`src/rtl/sdram_burst_colgen.sv`:
```
module sdram_burst_colgen #(
  parameter int COL_W = 8
) (
  input  logic             clk,
  input  logic             rst_n,
  input  logic             start,
  input  logic [COL_W-1:0] start_col,
  input  logic [2:0]       len_code,
  input  logic             ilv_sel,
  input  logic             single_wr,
  input  logic             is_write,
  input  logic             stop,
  output logic             valid,
  output logic [COL_W-1:0] col,
  output logic             last
);

  logic             active, ilv_q, page_q;
  logic [COL_W-1:0] base_q, beat_q, mask_q;
  logic [2:0]       eff_code;
  logic [COL_W-1:0] new_mask, step_seq, step_ilv;

  assign eff_code = (single_wr && is_write) ? 3'd0 : len_code;

  always_comb begin
    case (eff_code)
      3'd1:    new_mask = COL_W'(1);
      3'd2:    new_mask = COL_W'(3);
      3'd3:    new_mask = COL_W'(7);
      3'd7:    new_mask = '1;
      default: new_mask = '0;
    endcase
  end

  assign step_seq = base_q + beat_q;
  assign step_ilv = base_q ^ beat_q;

  assign valid = active;
  assign col   = (base_q & ~mask_q) | ((ilv_q ? step_ilv : step_seq) & mask_q);
  assign last  = active && !page_q && (beat_q == mask_q);

  always_ff @(posedge clk) begin
    if (!rst_n) begin
      active <= 1'b0;
      ilv_q  <= 1'b0;
      page_q <= 1'b0;
      base_q <= '0;
      beat_q <= '0;
      mask_q <= '0;
    end else if (start) begin
      active <= 1'b1;
      base_q <= start_col;
      beat_q <= '0;
      mask_q <= new_mask;
      page_q <= (eff_code == 3'd7);
      ilv_q  <= ilv_sel && (eff_code != 3'd7);
    end else if (stop || last) begin
      active <= 1'b0;
    end else if (active) begin
      beat_q <= beat_q + 1'b1;
    end
  end

  p_start_col_r2: assert property (@(posedge clk) disable iff (!rst_n)
    start |=> (valid && col == $past(start_col)));

  p_end_after_last_r3: assert property (@(posedge clk) disable iff (!rst_n)
    (last && !start) |=> !valid);

  p_upper_fixed_r4: assert property (@(posedge clk) disable iff (!rst_n)
    (valid && !last && !start && !stop) |=> ((col & ~mask_q) == ($past(col) & ~mask_q)));

  p_seq_step_r4: assert property (@(posedge clk) disable iff (!rst_n)
    (valid && !ilv_q && !last && !start && !stop) |=>
      ((col & mask_q) == (($past(col) + 1'b1) & mask_q)));

  p_page_no_last_r6: assert property (@(posedge clk) disable iff (!rst_n)
    page_q |-> !last);

  p_page_wrap_r6: assert property (@(posedge clk) disable iff (!rst_n)
    (valid && page_q && col == '1 && !start && !stop) |=> (valid && col == '0));

  p_stop_r7: assert property (@(posedge clk) disable iff (!rst_n)
    (stop && !start) |=> (!valid && !last));

  p_single_write_r8: assert property (@(posedge clk) disable iff (!rst_n)
    (start && single_wr && is_write) |=> last);

endmodule

```
`config.mk`:
```
export PLATFORM = sky130hd
export DESIGN_NAME = sdram_burst_colgen
export DESIGN_NICKNAME = d
export VERILOG_FILES = /design/src/rtl/sdram_burst_colgen.sv
export SDC_FILE = /design/constraint.sdc
export NUM_CORES = 1
export LEC_CHECK = 0
export BUFFER_PORTS_ARGS = -buffer_cell sky130_fd_sc_hd__buf_2
export CAP_MARGIN = 20
export CORE_ASPECT_RATIO = 0.75
export CORE_MARGIN = 2
export CORE_UTILIZATION = 30
export CTS_CLUSTER_SIZE = 40
export DETAILED_ROUTE_END_ITERATION = 10
export REMOVE_ABC_BUFFERS = 1
export SLEW_MARGIN = 20
export SYNTH_ARGS = -nofsm -noshare
export SYNTH_HDL_FRONTEND = slang
export SYNTH_SLANG_ARGS = --single-unit
```
`constraint.sdc`:
```
create_clock -name clk -period 5.4 [get_ports clk]
set_input_delay 0.54 -clock clk [delete_from_list [all_inputs] [get_ports clk]]
set_output_delay 0.54 -clock clk [all_outputs]
set_load 0.03 [all_outputs]
```
==> summary.txt <==
Timing
  • FMAX: 335 MHz
  • Final worst-path cycle share: 0.552
  • Setup Skew: 0.00525 ns
  • Worst-Margin Slew: 0.419 ns
  • Max-Slew Margin vs Limit: 0.718
  • Unrepaired setup endpoints after global routing: no
  • Max-slew violations: 0
  • Final setup violation count: 0
  • Hold Vio Cnt, Final: 0
  • Setup tns final: 0 ns
  • Fin crit period: 2.98 ns

Die
  • Starting Density: 0.311
  • Ports: 28
  • Core area: 4470 um^2
  • Rows: 21
  • Die W: approximately 83 um
  • Chip height: 63.0 um
  • Die area: 5200 um^2

GRT
  • Initial antenna violation count: 0
  • Vias in the first global route: roughly 980
  • Gr usage total: 0.116
  • Global-route wire length before repair: about 4700 um
  • Largest net degree at the start of global routing: 16
  • GRT overflow: 0

Route
  • ANT nets after route: 0
  • Uppermost layer routed: met4
  • WL met1: 1590 um
  • Initial DRC count: 61
  • Drc violations: 0
  • First-pass detailed-route iteration total: 4
  • Vias/cell: between 4 and 5
  • Met2 WL post-DR: ~1100 um
  • Met3 wire len: 175 um
  • Total Wirelength: 2830 um
  • Vias: 1160
  • Wire per inst: 11.3 um

Finish
  • Final net count: 222
  • # diodes: 0
  • Finished Core Util: 0.362
  • Area Overhead vs Synth: 16.3%
  • # fillers: roughly 480
  • Share of layout cells above drive strength 1: 0.192

Critical path
  • Crit path arrival time: between 2 and 2.5 ns
  • Crit path max fanout: 6
  • Worst EP required: about 4.9 ns
  • Slowest CP cell: dfxtp_1
  • Critical Path Source Type: flop
  • Critical Path End Type: output pin
  • Critical Setup Path Class: reg2out
  • Crit-path max cell delay: 0.45 ns
  • CP cell instances: ha_1 > inv_1 > fa_1 > nor2b_1 > o21ai_2 > a211oi_1 > o21ai_0 > a31o_1 > buf_2

Clock tree
  • Root Buffer: clkbuf_8
  • H-tree level count: 1
  • Clk sinks: 22
  • Worst skew pair latency: 0.26 ns
  • Worst-path clk slew: ~0.07 ns
  • Hold_buf cts: 0
  • Resized cells post-CTS: 0
  • CTS tree: built
  • CTS max path bufs: 2
  • Cts bufs inserted: 3
  • Post-CTS Repair Setup Buffers: 0

Power and ir drop
  • Power Density: approximately 210 nW/um^2
  • Maximum vdd drop: 0.0892 mV
  • P_leak: between 0.6 and 0.7 nW

Yosys
  • Top FF cell, synth: dfxtp_1
  • Sequential area share after synthesis: 0.317
  • Mean Syn Cell Area: 8.27 um^2
  • Synth top area cells: dfxtp_1, ha_1, mux2i_1, xnor2_1, nand2_1
  • Count leader, synth: dfxtp_1
  • Yosys warns: 0
  • Mapped cell area: between 1000 and 1500 um^2
  • Syn Inst Count: 168
  • Fraction of registers with async set/reset: 0
  • FF+latch count, synth: 22
  • Synth area leader: dfxtp_1
  • Post-synth cell types: 37
  • EDFF count, synth: 0
  • Most frequent cells after synthesis: dfxtp_1, nand2_1, nor2_1
  • Share of the synthesized area in the top cell type: 0.317

Status
  • Status: finished, final reports clean

Min path
  • Worst Hold Class: reg2reg

Placement
  • Routability cong.: 0.840
  • IO buf count: 27
  • Detailed placement HPWL: around 2200 um

Run
  • Max-cap violations: 0
[path summary, 6_finish.rpt]
check                                            start                endpoint  slack (ns)  depth (start not counted)
worst max-delay path            beat_q[0]$_SDFFE_PP0P_                  col[6]        2.42                          9
worst min-delay path            mask_q[0]$_SDFFE_PN0P_  mask_q[0]$_SDFFE_PN0P_        0.52                          2
worst max register to register     page_q$_SDFFE_PN0P_  beat_q[1]$_SDFFE_PP0P_        3.91                          5
worst min register to register  mask_q[0]$_SDFFE_PN0P_  mask_q[0]$_SDFFE_PN0P_        0.52                          2
[layer usage]
layer,global-route usage,vias up
li1,-,635
met1,0.184,495
met2,0.152,28
met3,0.0419,2
met4,0.0123,0
met5,0,-
[cells in the final DEF, fill, tap and decap left out]
cell type / instances
or3_1: 3
nor2_2: 1
nor4_1: 1
inv_1: 9
nor2_1: 14
a21oi_1: 7
nand2b_1: 1
and2_1: 1
dfxtp_1: 22
a211oi_1: 3
o21ai_2: 2
nor4b_1: 1
a21oi_2: 1
a21boi_0: 6
mux2i_1: 9
o21bai_1: 2
and2b_2: 1
ha_1: 8
nor3_1: 3
xnor2_1: 9
nand3_1: 6
a21o_1: 2
nand3b_1: 3
nand4_1: 4
a31o_1: 1
clkbuf_8: 3
nor2b_1: 10
buf_2: 27
mux2_2: 1
o221ai_1: 1
o211ai_1: 1
nand3_2: 1
nand2_1: 17
a31oi_1: 1
xor2_1: 3
fa_1: 1
o21ai_0: 7
[registers in the layout, summed over array words and instances, names as in the netlist]
register,cells
base_q,8
beat_q,8
mask_q,3
ilv_q,1
page_q,1
valid,1
[area by class of cell]
class,instances,area (um^2),area share
multi-input cells,132,895,0.553
flip-flops and latches,22,440,0.272
repair buffers,27,135,0.0836
well taps,57,71.3,0.0441
clock buffers,3,41.3,0.0255
inverters,9,33.8,0.0209
[kinds of logic after synthesis]
logic type / after synthesis / share of synthesized area
and+or+nand+nor: 67 / 0.247
AOI/OAI and AO/OA: 34 / 0.162
DFF: 22 / 0.317
buffers and inverters: 14 / 0.0396
xor gates and xnor gates: 12 / 0.0756
muxes: 10 / 0.0729
adders and majority gates: 9 / 0.0864
[critical path, delay by kind of cell (launching register included)]
kind,cells,cell delay (ns)
AO/OA/AOI/OAI,4,0.70
adder cells (fa/ha/maj),2,0.63
buffers and inverters,2,0.23
flip-flops,1,0.45
AND/OR/NAND/NOR,1,0.16
[where the power goes]
part / total (W) / internal [W] / switching (W)
sequential: 0.000174 / 0.000168 / 0.00000638
clock: 0.000101 / 0.0000498 / 0.0000514
combinational: 0.0000591 / 0.0000244 / 0.0000346
total: 0.000335 / 0.000242 / 0.0000924
[metrics by stage]
step           cell area (um^2)  cells  power, W  setup WS [ns]  hold slack [ns]
6_report                   1620    250  0.000335           2.42            0.516
2_1_floorplan              1370    163  0.000217           2.87            0.480
4_1_cts                    1620    250  0.000341           2.41            0.525
3_3_place_gp               1580    247  0.000238           2.76            0.507
3_5_place_dp               1580    247  0.000238           2.70            0.514
5_1_grt                    1620    250  0.000355           2.23            0.541
No activity file was read; power rests on OpenSTA's default activity.
